## config.mk

```make
export PLATFORM = sky130hd
export DESIGN_NAME = midi_host_port
export DESIGN_NICKNAME = d
export VERILOG_FILES = /design/src/rtl/mhp_pkg.sv /design/src/rtl/mhp_decode.sv /design/src/rtl/mhp_ctrl.sv /design/src/rtl/mhp_rdpath.sv /design/src/rtl/midi_host_port.sv
export SDC_FILE = /design/constraint.sdc
export NUM_CORES = 1
export LEC_CHECK = 0
export BUFFER_PORTS_ARGS = -buffer_cell sky130_fd_sc_hd__buf_2
export CAP_MARGIN = 40
export CORE_MARGIN = 8
export CORE_UTILIZATION = 28
export DETAILED_ROUTE_END_ITERATION = 8
export GPL_TIMING_DRIVEN = 0
export PLACE_DENSITY = 0.62
export REMOVE_ABC_BUFFERS = 1
export SYNTH_ARGS = -nofsm -noshare
export SYNTH_HDL_FRONTEND = slang
export SYNTH_SLANG_ARGS = --single-unit
```

## constraint.sdc

```tcl
create_clock -name clk -period 1.55 [get_ports clk]
set_clock_uncertainty 0.2 [all_clocks]
set_input_delay 0.0775 -clock clk [delete_from_list [all_inputs] [get_ports clk]]
set_output_delay 0.0775 -clock clk [all_outputs]
set_load 0.02 [all_outputs]
```

## src/rtl/mhp_pkg.sv

```systemverilog
package mhp_pkg;
  localparam int BYTE_W   = 8;
  localparam int BIT_NOIN = BYTE_W - 1;  // status: nothing to read
  localparam int BIT_BUSY = BYTE_W - 2;  // status: cannot accept

  typedef logic [BYTE_W-1:0] byte_t;

  localparam byte_t CODE_RESET = 8'hFF;
  localparam byte_t CODE_PASS  = 8'h3F;
  localparam byte_t CODE_ACK   = 8'hFE;

  typedef struct packed {
    logic data_rd;
    logic stat_rd;
    logic data_wr;
    logic cmd_wr;
  } bus_ev_t;

  // Status byte from the current state and stream flags.
  function automatic byte_t f_status(logic uart, logic resp_v, logic rx_v, logic tx_r);
    byte_t s;
    s = '0;
    s[BIT_NOIN] = ~(resp_v | (uart & rx_v));
    s[BIT_BUSY] = ~(~uart | tx_r);
    return s;
  endfunction

  // Whether a command byte is answered with an acknowledge.
  function automatic logic f_cmd_acks(logic uart, byte_t code);
    return (code == CODE_RESET) | ~uart;
  endfunction

  // Mode after a command byte.
  function automatic logic f_cmd_mode(logic uart, byte_t code);
    logic m;
    m = uart;
    if (code == CODE_RESET)  m = 1'b0;
    else if (code == CODE_PASS) m = 1'b1;
    return m;
  endfunction
endpackage

```

## src/rtl/mhp_decode.sv

```systemverilog
module mhp_decode
  import mhp_pkg::*;
(
  input  logic    rd_en,
  input  logic    rd_addr,
  input  logic    wr_en,
  input  logic    wr_addr,
  output bus_ev_t ev
);
  // offset 0 is data, offset 1 is status (read) / command (write)
  always_comb begin
    ev.data_rd = rd_en & ~rd_addr;
    ev.stat_rd = rd_en &  rd_addr;
    ev.data_wr = wr_en & ~wr_addr;
    ev.cmd_wr  = wr_en &  wr_addr;
  end
endmodule

```

## src/rtl/mhp_ctrl.sv

```systemverilog
module mhp_ctrl
  import mhp_pkg::*;
(
  input  logic    clk,
  input  logic    rst_n,
  input  bus_ev_t ev,
  input  byte_t   wr_data,
  input  logic    resp_taken,
  output logic    uart_mode,
  output logic    resp_valid,
  output byte_t   resp_byte,
  output logic    tx_valid,
  output byte_t   tx_data,
  output logic    ev_ack_load
);
  logic  uart_nx;
  logic  resp_v_nx;
  byte_t resp_b_nx;

  assign ev_ack_load = ev.cmd_wr & f_cmd_acks(uart_mode, wr_data);

  always_comb begin
    // the read is handled first, then the command
    uart_nx   = uart_mode;
    resp_v_nx = resp_valid & ~resp_taken;
    resp_b_nx = resp_byte;
    if (ev.cmd_wr) begin
      uart_nx = uart_mode ? ((wr_data == CODE_RESET) ? 1'b0 : 1'b1)
                          : f_cmd_mode(1'b0, wr_data);
    end
    if (ev_ack_load) begin
      resp_v_nx = 1'b1;
      resp_b_nx = CODE_ACK;
    end
  end

  always_ff @(posedge clk or negedge rst_n) begin
    if (!rst_n) begin
      uart_mode  <= 1'b0;
      resp_valid <= 1'b0;
      resp_byte  <= '0;
    end else begin
      uart_mode  <= uart_nx;
      resp_valid <= resp_v_nx;
      resp_byte  <= resp_b_nx;
    end
  end

  // data writes go to the transmit stream only in UART mode
  assign tx_valid = ev.data_wr & uart_mode;
  assign tx_data  = wr_data;

  a_r4_reset_acks: assert property (@(posedge clk) disable iff (!rst_n)
    ev.cmd_wr && wr_data == CODE_RESET |=> !uart_mode && resp_valid && resp_byte == CODE_ACK);
  a_r5_enter_pass: assert property (@(posedge clk) disable iff (!rst_n)
    ev.cmd_wr && !uart_mode && wr_data == CODE_PASS |=> uart_mode && resp_valid);
  a_r6_uart_ignores: assert property (@(posedge clk) disable iff (!rst_n)
    ev.cmd_wr && uart_mode && wr_data != CODE_RESET && !ev.data_rd |=> uart_mode && $stable(resp_valid));
  a_r7_tx_only_uart: assert property (@(posedge clk) disable iff (!rst_n)
    tx_valid |-> uart_mode);
  a_r10_status_quiet: assert property (@(posedge clk) disable iff (!rst_n)
    ev.stat_rd && !ev.cmd_wr |=> $stable(uart_mode) && $stable(resp_valid));
  a_r11_ack_survives: assert property (@(posedge clk) disable iff (!rst_n)
    ev.data_rd && ev_ack_load |=> resp_valid);
endmodule

```

## src/rtl/mhp_rdpath.sv

```systemverilog
module mhp_rdpath
  import mhp_pkg::*;
(
  input  logic    clk,
  input  logic    rst_n,
  input  bus_ev_t ev,
  input  logic    uart_mode,
  input  logic    resp_valid,
  input  byte_t   resp_byte,
  input  logic    rx_valid,
  input  byte_t   rx_data,
  input  logic    tx_ready,
  output byte_t   rd_data,
  output logic    rx_ready,
  output logic    resp_taken
);
  logic  ev_pop;
  byte_t data_sel;

  // response first, then a received byte in UART mode, else the ack code
  assign resp_taken = ev.data_rd & resp_valid;
  assign ev_pop     = ev.data_rd & ~resp_valid & uart_mode & rx_valid;
  assign rx_ready   = ev_pop;

  always_comb begin
    if (resp_valid)  data_sel = resp_byte;
    else if (ev_pop) data_sel = rx_data;
    else             data_sel = CODE_ACK;
  end

  always_ff @(posedge clk or negedge rst_n) begin
    if (!rst_n)          rd_data <= '0;
    else if (ev.data_rd) rd_data <= data_sel;
    else if (ev.stat_rd) rd_data <= f_status(uart_mode, resp_valid, rx_valid, tx_ready);
  end

  a_r3_low_bits_zero: assert property (@(posedge clk) disable iff (!rst_n)
    ev.stat_rd |=> rd_data[BIT_BUSY-1:0] == '0);
  a_r8_pop_needs_byte: assert property (@(posedge clk) disable iff (!rst_n)
    rx_ready |-> rx_valid && !resp_taken);
  a_r10_hold: assert property (@(posedge clk) disable iff (!rst_n)
    !ev.data_rd && !ev.stat_rd |=> $stable(rd_data));
  a_r8_resp_returned: assert property (@(posedge clk) disable iff (!rst_n)
    resp_taken |=> rd_data == $past(resp_byte));
endmodule

```

## src/rtl/midi_host_port.sv

```systemverilog
module midi_host_port
  import mhp_pkg::*;
(
  input  logic       clk,
  input  logic       rst_n,
  input  logic       rd_en,
  input  logic       rd_addr,
  input  logic       wr_en,
  input  logic       wr_addr,
  input  logic [7:0] wr_data,
  output logic [7:0] rd_data,
  output logic [7:0] tx_data,
  output logic       tx_valid,
  input  logic       tx_ready,
  input  logic [7:0] rx_data,
  input  logic       rx_valid,
  output logic       rx_ready
);
  bus_ev_t ev;
  logic    uart_mode;
  logic    resp_valid;
  byte_t   resp_byte;
  logic    resp_taken;
  logic    ev_ack_load;

  mhp_decode u_decode (
    .rd_en(rd_en), .rd_addr(rd_addr), .wr_en(wr_en), .wr_addr(wr_addr), .ev(ev)
  );

  mhp_ctrl u_ctrl (
    .clk(clk), .rst_n(rst_n), .ev(ev), .wr_data(wr_data), .resp_taken(resp_taken),
    .uart_mode(uart_mode), .resp_valid(resp_valid), .resp_byte(resp_byte),
    .tx_valid(tx_valid), .tx_data(tx_data), .ev_ack_load(ev_ack_load)
  );

  mhp_rdpath u_rdpath (
    .clk(clk), .rst_n(rst_n), .ev(ev), .uart_mode(uart_mode),
    .resp_valid(resp_valid), .resp_byte(resp_byte),
    .rx_valid(rx_valid), .rx_data(rx_data), .tx_ready(tx_ready),
    .rd_data(rd_data), .rx_ready(rx_ready), .resp_taken(resp_taken)
  );

  a_r1_idle_after_reset: assert property (@(posedge clk)
    !rst_n |=> !uart_mode && !resp_valid && rd_data == 8'h00);
  a_r9_cmd_mode_no_tx: assert property (@(posedge clk) disable iff (!rst_n)
    !uart_mode |-> !tx_valid && !rx_ready);
endmodule

```

Yosys cells after proc, flatten, opt, wreduce, memory -nomap -nowiden. Index checks and enable logic that the tools add are counted.

$lt $le $gt $ge: 0. $mul: 0. Reduce and logical (&&, ||, !) cells: 1. Div/mod/pow operators: 0. Equal/unequal tests: 2. Shift operators: 0. Bitwise gates (word level): 22. $add $sub $neg: 0. Multiplexer cells: 9.

Operator list (count): 8-bit two-way mux (4); 1-bit AND (12); 8-bit by 6-bit equality test with 1-bit output, second input constant (1); 8-bit equality test, second input constant (1); 1-bit inverter (7); 1-bit two-way mux (5); 1-bit bitwise OR (3); 2-bit nonzero test (1).

Output and inout bits: 18. Memories kept: 0. Latch bits: 0. Register bits: 11. Word-level logic and storage cells: 38. Memory bits (writable): 0. Input bits: 24. Bits in read-only memories: 0.

Depth between registers and ports, before layout. Gate-level depths: netlist of run 1.

Word-level depth: 8. Mapped depth: 3. Depth with buffers taken out: 3.

Cells and area by module. A second synthesis of run 1 with hierarchy kept.

Cells, all modules: 81. Area, all modules: 732.0 µm².

Modules (own cells, without submodules): mhp_rdpath (area each 410.4 µm², seq. area each 200.2 µm², cells each 42, times used 1); mhp_ctrl (area each 289.0 µm², seq. area each 75.1 µm², cells each 35, times used 1); mhp_decode (area each 32.5 µm², seq. area each 0.0 µm², cells each 4, times used 1).

Worst setup path after synthesis of run 1. No wires, ideal clock.

Path kind: reg2reg. Start point: register u_ctrl.resp_valid. End point: register u_rdpath.rd_data[0]. Arrival time: 1.165 ns. Setup time: 0.067 ns. Stages on the path, launching flop included: 4. Setup slack: 0.118 ns. Cells stage by stage: dfrtp_1 -> nand3b_2 -> nor2_1 -> a22o_1.

Cells in the longest elaborated chain, start to end: 7.

RTL lines: from (decl) (line mhp_ctrl.sv:10) `output logic resp_valid,`; from (signal assigned) (line mhp_ctrl.sv:44) `resp_valid <= resp_v_nx;`; 1-bit inverter (line mhp_rdpath.sv:22) `assign ev_pop = ev.data_rd & ~resp_valid & uart_mode & rx_valid;`; 1-bit AND (3 in series) (line mhp_rdpath.sv:22); named net rx_ready (line midi_host_port.sv:17) `output logic rx_ready`; 8-bit two-way mux (line mhp_rdpath.sv:27) `else if (ev_pop) data_sel = rx_data;`; 8-bit two-way mux (line mhp_rdpath.sv:26) `if (resp_valid) data_sel = resp_byte;`; 8-bit two-way mux (line mhp_rdpath.sv:33) `else if (ev.data_rd) rd_data <= data_sel;`; to (signal assigned) (line mhp_rdpath.sv:33); to (signal assigned) (line mhp_rdpath.sv:34) `else if (ev.stat_rd) rd_data <= f_status(uart_mode, resp_valid, rx_valid, tx_ready);`; to (decl) (line mhp_rdpath.sv:13) `output byte_t rd_data,`.

The timed path passes the listed nets, and every way through them passes these cells. A chain may end at the register's enable or synchronous reset.

Final worst setup path of run 1.
Start point: input port wr_data[7]. End point: register u_ctrl.resp_byte[1] (netlist name).

Cells in the longest elaborated chain, start to end: 3.

RTL lines: from (decl) (line midi_host_port.sv:10) `input logic [7:0] wr_data,`; 8-bit equality test (line mhp_pkg.sv:30) `return (code == CODE_RESET) | ~uart;`; 1-bit bitwise OR (line mhp_pkg.sv:30); 1-bit AND (line mhp_ctrl.sv:20) `assign ev_ack_load = ev.cmd_wr & f_cmd_acks(uart_mode, wr_data);`.

Every way passes these cells.

==> results of run 1 <==
-- where the power goes --
part / leakage (nW) / internal, mW / switching (mW)
clock: 0.0150 / 0.0996 / 0.0923
sequential: 0.134 / 0.310 / 0.0110
combinational: 0.342 / 0.0969 / 0.111
total: 0.491 / 0.507 / 0.214
-- cell usage after synthesis, drive strengths merged --
cell type,count,share of area (%)
a21oi,1,0.84
a221o,1,1.7
a22o,1,1.5
a31oi,3,3.1
and2b,1,1.3
and3,1,1.0
and3b,1,1.5
and4,1,1.5
buf,8,10
dfrtp,11,46
inv,2,1.3
nand2,3,1.9
nand2b,2,2.1
nand3,1,0.84
nand3b,3,4.4
nand4,1,1.0
nor2,6,3.8
nor3,4,3.4
nor3b,1,1.3
o211ai,2,2.5
o21ai,2,1.7
o2bb2ai,5,7.3
-- layout make-up --
cell class	instances	area (um2)
Timing Repair Buffer	59	388
Multi-Input combinational cell	40	265
Sequential cell	11	277
Fill cell	179	985
Inverter	2	7.51
Tap cell	27	33.8
Clock buffer	4	26.3
-- path summary, 6_finish.rpt --
check / slack, ns / start / end / depth (start not counted)
min in group asynchronous: 0.01 / rst_n / u_rdpath.rd_data[2] / 2
max in group asynchronous: 0.92 / rst_n / u_ctrl.uart_mode / 2
hold reg to reg: 0.27 / u_ctrl.resp_byte[1] / u_ctrl.resp_byte[1] / 2
hold / removal: 0.004 / rd_en / u_rdpath.rd_data[3] / 3
setup reg to reg: 0.32 / u_ctrl.resp_valid / u_rdpath.rd_data[6] / 3
setup / recovery: 0.04 / wr_data[7] / u_ctrl.resp_byte[1] / 5
-- timing repair --
item / 4_1_cts / 5_1_grt
hold buffers: 18 / 0
endpoints found under the hold margin: 22 / 0
endpoints found under the setup margin: 1 / 2
gates resized for setup: 2 / 2
-- state kept, by name, indices dropped and copies added, names as in the netlist --
register           cells
u_ctrl.resp_byte       1
u_ctrl.resp_valid      1
u_ctrl.uart_mode       1
u_rdpath.rd_data       8
-- cells in the final DEF, fill, tap and decap left out --
| cell type | netlist | routed |
|---|---|---|
| a21oi_1 | 1 | 1 |
| a221o_1 | 1 | 1 |
| a22o_1 | 1 | 1 |
| a31oi_1 | 3 | 3 |
| and2b_1 | 1 | 1 |
| and3_1 | 1 | 1 |
| and3b_1 | 1 | 1 |
| and4_1 | 1 | 1 |
| buf_2 | 0 | 40 |
| buf_4 | 8 | 1 |
| clkbuf_1 | 0 | 1 |
| clkbuf_4 | 0 | 3 |
| dfrtp_1 | 11 | 10 |
| dfrtp_2 | 0 | 1 |
| dlygate4sd3_1 | 0 | 18 |
| inv_1 | 2 | 2 |
| nand2_1 | 3 | 3 |
| nand2b_1 | 2 | 2 |
| nand3_1 | 1 | 1 |
| nand3b_1 | 2 | 2 |
| nand3b_4 | 0 | 1 |
| nand4_1 | 1 | 1 |
| nor2_1 | 6 | 5 |
| nor2_2 | 0 | 1 |
| nor3_1 | 4 | 4 |
| nor3b_1 | 1 | 1 |
| o211ai_1 | 2 | 2 |
| o21ai_0 | 2 | 2 |
| o2bb2ai_1 | 5 | 5 |
-- cell families (layout without fill, tap and decap cells) --
kind of cell,count (synthesis),after routing,synth area share [%]
AND/OR/NAND/NOR,25,25,23.9
AO/OA/AOI/OAI,15,15,18.7
flip-flops,11,11,46.1
buffers and inverters,10,65,11.3
-- critical path, stage by stage --
cell and delay, ns:
dlygate4sd3_1 0.52, buf_2 0.13, nand3_1 0.07, dlygate4sd3_1 0.56
o21ai_0 0.14
-- layer usage --
| metal | wire (um) | up-vias | global-route usage [%] | part of all wire (%) |
|---|---|---|---|---|
| li1 | - | 330 | - | - |
| met1 | 779 | 306 | 9.85 | 41 |
| met2 | 947 | 30 | 18.1 | 50 |
| met3 | 125 | 7 | 4.84 | 6.6 |
| met4 | 42 | 0 | 6.71 | 2.2 |
| met5 | 0 | - | 0 | 0 |
==> results.cfg, run 1 <==
[timing]
setup_slack_ns = 0.0397
rsz0062_at_grt = false
fin_crit_ns = 1.51
holdWs_ns = 0.00368
hold_viol_final = 0
finalCritPeriodShare_pct = 97.4
setup_viol = 0
fmax_mhz = 662
finalMaxSlewViolations = 0
slew_headroom_pct = 83.4
worst_pin_slew_ns = 0.248
finalSetupTns_ns = 0

[place]
place_ws_ns = 0.217
placed_area_um2 = 776
hpwl_mm = 1.34
place.port_buffers = 41
dp_cells = 121
gp_routability_congestion = 0.817

[critical_path]
cp_data_arrival_time_ns = 1.50
start_kind = primary input
endpoint_kind = flop
critPathKind = in2reg
path_max_fanout = 4
crit_required_ns = 1.54

[logic_synthesis]
synth_seq_area_share_pct = 46.1
ys_seq_elements = 11
synthCells = 61
syn_area_um2 = 597
synth_cell_types = 23
yosys_warnings = 0
syn_avg_cell_area_um2 = 9.78

[job]
cap_violations = 0

[detailed_routing]
route.vias.total = 673
wl_mm = 1.89
wl_per_cell_um = 13.2
drc = 0
drtPass1Iterations = 4
drt_iter0_markers = 5
avgViaCountPerCell = 4.71
drtAntennaViolNets = 0

[cts]
cts.sinks = 11
cts_tree = done
numCtsBuffers = 3
clk_pin_slew_ns = 0.07
clk_path_buf_depth = 2
cts_root_buf = clkbuf_4
post-cts-setup-buffer-count = 0
clk_latency_ns = 0.26
cts_htree_levels = 1

[global_routing]
grt_first_pass_wirelength_mm = 3.31
grt_max_degree = 12
grt_antenna_before_repair = 0
grt-ovfl-total = 0
track_usage_pct = 10.5
grt_pass1_vias = 739

[final_layout]
synthToLayoutAreaGrowth_pct = 67.1
antenna_cells = 0
layoutNonFillerInstCount = 143
final_nets = 141
fin_util_pct = 50.3
layout-drive-gt1-share_pct = 40.5
final_area_um2 = 997

[floorplan]
dieHeight_um = 62.2
ioPinCount = 42
rows = 16
start_util_pct = 30.1
die_w_um = 62.2
core_area_mm2 = 0.00198
die_area_mm2 = 0.00387

[power_and_ir_drop]
leakage_nw = 0.491
total_power_uw = 721
ir_drop_mv = 0.589
cellPowerDensity_mw_per_mm2 = 723

[worst_hold_path]
worstHoldPathType = in2reg

[run_status]
status = finished, final reports clean
Power figures use the tool's default switching activity.
==> inputs of run 2 (changes only) <==
--- a/config.mk
+++ b/config.mk
@@ -13,6 +13,7 @@
 export GPL_TIMING_DRIVEN = 0
 export PLACE_DENSITY = 0.62
 export REMOVE_ABC_BUFFERS = 1
+export SETUP_SLACK_MARGIN = 0.3
 export SYNTH_ARGS = -nofsm -noshare
 export SYNTH_HDL_FRONTEND = slang
 export SYNTH_SLANG_ARGS = --single-unit
==> run 2 against run 1 <==
Against the previous run: sequential cell count did not move; count of clock-buffer cells in the layout unchanged; fmax increased by 9.1%; worst setup slack better by 0.13 ns; global-route usage up 0.81 points; largest power group unchanged; highest routed layer unchanged.
==> results.cfg, run 2 (synthesized netlist as in run 1, its figures left out) <==
[global_routing]
grt_pass1_vias = 789
track_usage_pct = 11.3
grt-ovfl-total = 0
grt_antenna_before_repair = 0
grt_max_degree = 12
grt_first_pass_wirelength_mm = 3.56

[critical_path]
path_max_fanout = 5
reg2reg_from = u_ctrl.resp_valid
endpoint_kind = output port
cp_data_arrival_time_ns = 1.11
crit_required_ns = 1.27
startpoint = u_ctrl.uart_mode
start_kind = flop
reg2reg_slack_ns = 0.20
critPathKind = reg2out

[timing]
setup_viol = 0
slew_headroom_pct = 71.7
fmax_mhz = 723
finalCritPeriodShare_pct = 89.3
finalSetupTns_ns = 0
finalMaxSlewViolations = 0
hold_viol_final = 0
fin_crit_ns = 1.38
worst_pin_slew_ns = 0.425
rsz0062_at_grt = true

[detailed_routing]
avgViaCountPerCell = 4.87
route.vias.total = 730
drc = 0
drt_iter0_markers = 10
drtPass1Iterations = 4
drtAntennaViolNets = 0
wl_met1_um = 892
wl_per_cell_um = 15.7
top_layer_used = met4
wl_met3_um = 124
dr_wl_met2_mm = 1.30
wl_mm = 2.36

[floorplan]
ioPinCount = 42
start_util_pct = 30.1
core_area_mm2 = 0.00198
dieHeight_um = 62.2
die_w_um = 62.2
rows = 16
die_area_mm2 = 0.00387

[final_layout]
final_common_cell = buf_2
layout-drive-gt1-share_pct = 53.7
regMostFlops = u_rdpath.rd_data
largest_reg_flops = 8
synthToLayoutAreaGrowth_pct = 89.1
final_cell_mix = 39 x buf_2, 17 x dlygate4sd3_1, 10 x dfrtp_1, 8 x buf_4, 5 x nor2_1
layoutNonFillerInstCount = 150
fill_cells = 169
final_nets = 148
antenna_cells = 0

[job]
cap_violations = 0

[cts]
cts_tree = done
clk_pin_slew_ns = 0.07
numCtsBuffers = 3
cts.sinks = 11
clk_path_buf_depth = 2
cts_root_buf = clkbuf_4
clk_latency_ns = 0.27
cts_htree_levels = 1

[place]
place.port_buffers = 41
hpwl_mm = 1.34
gp_routability_congestion = 0.817
dp_cells = 121

[run_status]
status = finished, final reports clean

[power_and_ir_drop]
total_power_uw = 760
leakage_nw = 0.550
ir_drop_mv = 0.638
cellPowerDensity_mw_per_mm2 = 673

[worst_hold_path]
worstHoldPathType = in2async
-- run 2: final cells by class --
| class | instances | area, um2 | share of cell area (%) |
|---|---|---|---|
| Multi-Input combinational cell | 40 | 337 | 29.8 |
| Timing Repair Buffer | 66 | 448 | 39.7 |
| Clock buffer | 4 | 26.3 | 2.33 |
| Inverter | 2 | 7.51 | 0.665 |
| Tap cell | 27 | 33.8 | 2.99 |
| Sequential cell | 11 | 277 | 24.5 |
-- run 2: where the power goes --
group	total, mW	switching, mW	internal [mW]
Combinational	0.238	0.127	0.111
Sequential	0.324	0.0134	0.310
Clock	0.198	0.0986	0.0999
-- run 2: what timing repair did --
action,4_1_cts,5_1_grt
pin swaps,4,2
setup buffers,4,4
hold buffers,16,1
gates cloned,0,0
resized for setup,10,11
endpoints found under the setup margin,8,10
endpoints found under the hold margin,22,2
-- run 2: path summary, 6_finish.rpt --
check / end / cells after the start
worst max-delay path: tx_valid / 3
worst min-delay path: u_rdpath.rd_data[2] / 2
worst max register to register: u_rdpath.rd_data[2] / 5
worst min register to register: u_rdpath.rd_data[4] / 1
max in group asynchronous: u_ctrl.uart_mode / 2
min in group clk: u_ctrl.uart_mode / 3
-- run 2: critical path, stage by stage (launching register included) --
cell,delay [ns]
dfrtp_2,0.43
inv_2,0.06
nor3b_2,0.17
buf_4,0.17
-- run 2: per-layer routing --
metal / global-route usage [%] / vias up
li1: - / 350
met1: 10.8 / 341
met2: 19.7 / 34
met3: 4.30 / 5
met4: 7.87 / 0
met5: 0 / -
-- run 2: through the flow --
step | util, % | hold slack [ns] | worst slack [ns] | cell area [um2]
after floorplan | - | -0.418 | 0.118 | 537
after global placement | 39.1 | -0.243 | 0.235 | 776
after detailed placement | 39.1 | -0.239 | 0.217 | 776
after CTS | 51.8 | -0.0733 | 0.204 | 1030
after global routing | 56.9 | 0.0405 | 0.109 | 1130
final | 56.9 | 0.00669 | 0.166 | 1130
==> inputs of run 3 (changes only) <==
--- a/config.mk
+++ b/config.mk
@@ -12,6 +12,7 @@
 export DETAILED_ROUTE_END_ITERATION = 8
 export GPL_TIMING_DRIVEN = 0
 export PLACE_DENSITY = 0.62
+export RECOVER_POWER = 100
 export REMOVE_ABC_BUFFERS = 1
 export SETUP_SLACK_MARGIN = 0.3
 export SYNTH_ARGS = -nofsm -noshare
==> run 3 against run 2 <==
Against the previous run: power is 1.5% lower; sequential share of layout area rose by 0.90 points; critical path depth grew 2; core utilization down 2.0 points; register-to-register slack got worse by 0.07 ns; die area stayed put; worst hold slack better by 0.0040 ns.
==> results.cfg, run 3 (synthesized netlist as in run 1, its figures left out) <==
[run_status]
status = finished, final reports clean

[cts]
cts_tree = done
clk_latency_ns = 0.27
numCtsBuffers = 3
cts_htree_levels = 1
cts.sinks = 11
clk_pin_slew_ns = 0.07
cts_root_buf = clkbuf_4
clk_path_buf_depth = 2

[detailed_routing]
drc = 0
drtAntennaViolNets = 0
wl_per_cell_um = 15.7
avgViaCountPerCell = 4.91
drtPass1Iterations = 4
wl_mm = 2.36
drt_iter0_markers = 10
route.vias.total = 736

[global_routing]
grt_pass1_vias = 789
grt_antenna_before_repair = 0
grt_max_degree = 12
grt-ovfl-total = 0
grt_first_pass_wirelength_mm = 3.56
track_usage_pct = 11.3

[timing]
finalCritPeriodShare_pct = 91.3
worst_pin_slew_ns = 0.620
setup_viol = 0
fin_crit_ns = 1.42
finalSetupTns_ns = 0
slew_headroom_pct = 58.7
hold_viol_final = 0
holdWs_ns = 0.0107
finalMaxSlewViolations = 0
rsz0062_at_grt = true
fmax_mhz = 707

[final_layout]
final_cell_mix = 21 x buf_2, 20 x clkbuf_1, 17 x dlygate4sd3_1, 10 x dfrtp_1, 7 x buf_4
largest_reg_flops = 8
antenna_cells = 0
regMostFlops = u_rdpath.rd_data
final_common_cell = buf_2
final_nets = 148
synthToLayoutAreaGrowth_pct = 82.4
layout-drive-gt1-share_pct = 36.6

[job]
cap_violations = 0

[floorplan]
ioPinCount = 42
die_area_mm2 = 0.00387
start_util_pct = 30.1
die_w_um = 62.2
core_area_mm2 = 0.00198
dieHeight_um = 62.2
rows = 16

[place]
gp_routability_congestion = 0.817
hpwl_mm = 1.34
place.port_buffers = 41

[critical_path]
endpoint_kind = flop
crit_required_ns = 1.55
path_max_fanout = 5
cp_data_arrival_time_ns = 1.41
start_kind = flop
critPathKind = reg2reg

[power_and_ir_drop]
ir_drop_mv = 0.617
cellPowerDensity_mw_per_mm2 = 688
leakage_nw = 0.489

[worst_hold_path]
worstHoldPathType = in2reg
==> run 3: cell count changes in the layout (fill, tap and decap cells not counted), sizes merged <==
| cell | delta |
|---|---|
| buf | -19 |
| clkbuf | +19 |
==> run 3: worst max-delay path, cell delays in order, from the launching register on <==
cell and delay [ns]:
dfrtp_1 0.39, buf_4 0.13, clkbuf_1 0.13, nand2b_4 0.09, nand2_1 0.18, o2bb2ai_1 0.21
==> run 3: timing repair <==
action | CTS | global route
hold buffers | 16 | 1
buffers inserted | 4 | 4
endpoints found under the setup margin | 8 | 10
cloned | 0 | 0
hold endpoints to repair | 22 | 2
pin swaps | 4 | 2
resized for setup | 10 | 11
==> run 3: path summary, 6_finish.rpt <==
check                                    start             endpoint  slack, ns  cells after the start
max in group asynchronous                rst_n     u_ctrl.uart_mode       0.58                      2
hold reg to reg            u_ctrl.resp_byte[1]  u_ctrl.resp_byte[1]       0.29                      2
min in group asynchronous                rst_n  u_rdpath.rd_data[2]       0.13                      2
setup / recovery             u_ctrl.resp_valid  u_rdpath.rd_data[5]       0.13                      5
hold / removal                      wr_data[5]     u_ctrl.uart_mode       0.01                      3
setup reg to reg             u_ctrl.resp_valid  u_rdpath.rd_data[5]       0.13                      5
==> run 3: per-layer routing <==
metal,global-route usage [%],share of wire [%]
met1,10.8,37
met2,19.7,55
met3,4.30,6.0
met4,7.87,1.6
met5,0,0
==> run 3: stage by stage <==
step | std cells | cell area [um2] | utilization (%) | power (mW) | worst slack, ns
floorplan | 53 | 537 | - | 0.396 | 0.118
global placement | 121 | 776 | 39.1 | 0.495 | 0.235
detailed placement | 121 | 776 | 39.1 | 0.497 | 0.217
CTS | 145 | 1030 | 51.8 | 0.738 | 0.204
global route | 150 | 1090 | 54.9 | 0.791 | 0.0507
finish | 150 | 1090 | 54.9 | 0.749 | 0.135
==> run 3: report_power, final <==
part / internal (mW) / switching, mW
Sequential: 0.310 / 0.0139
Combinational: 0.0993 / 0.126
Clock: 0.0999 / 0.0998
Total: 0.509 / 0.239
==> run 3: cell type report <==
cell class                      count  area (um2)
Clock buffer                        4        26.3
Fill cell                         184         893
Inverter                            2        7.51
Multi-Input combinational cell     40         323
Sequential cell                    11         277
Tap cell                           27        33.8
Timing Repair Buffer               66         422
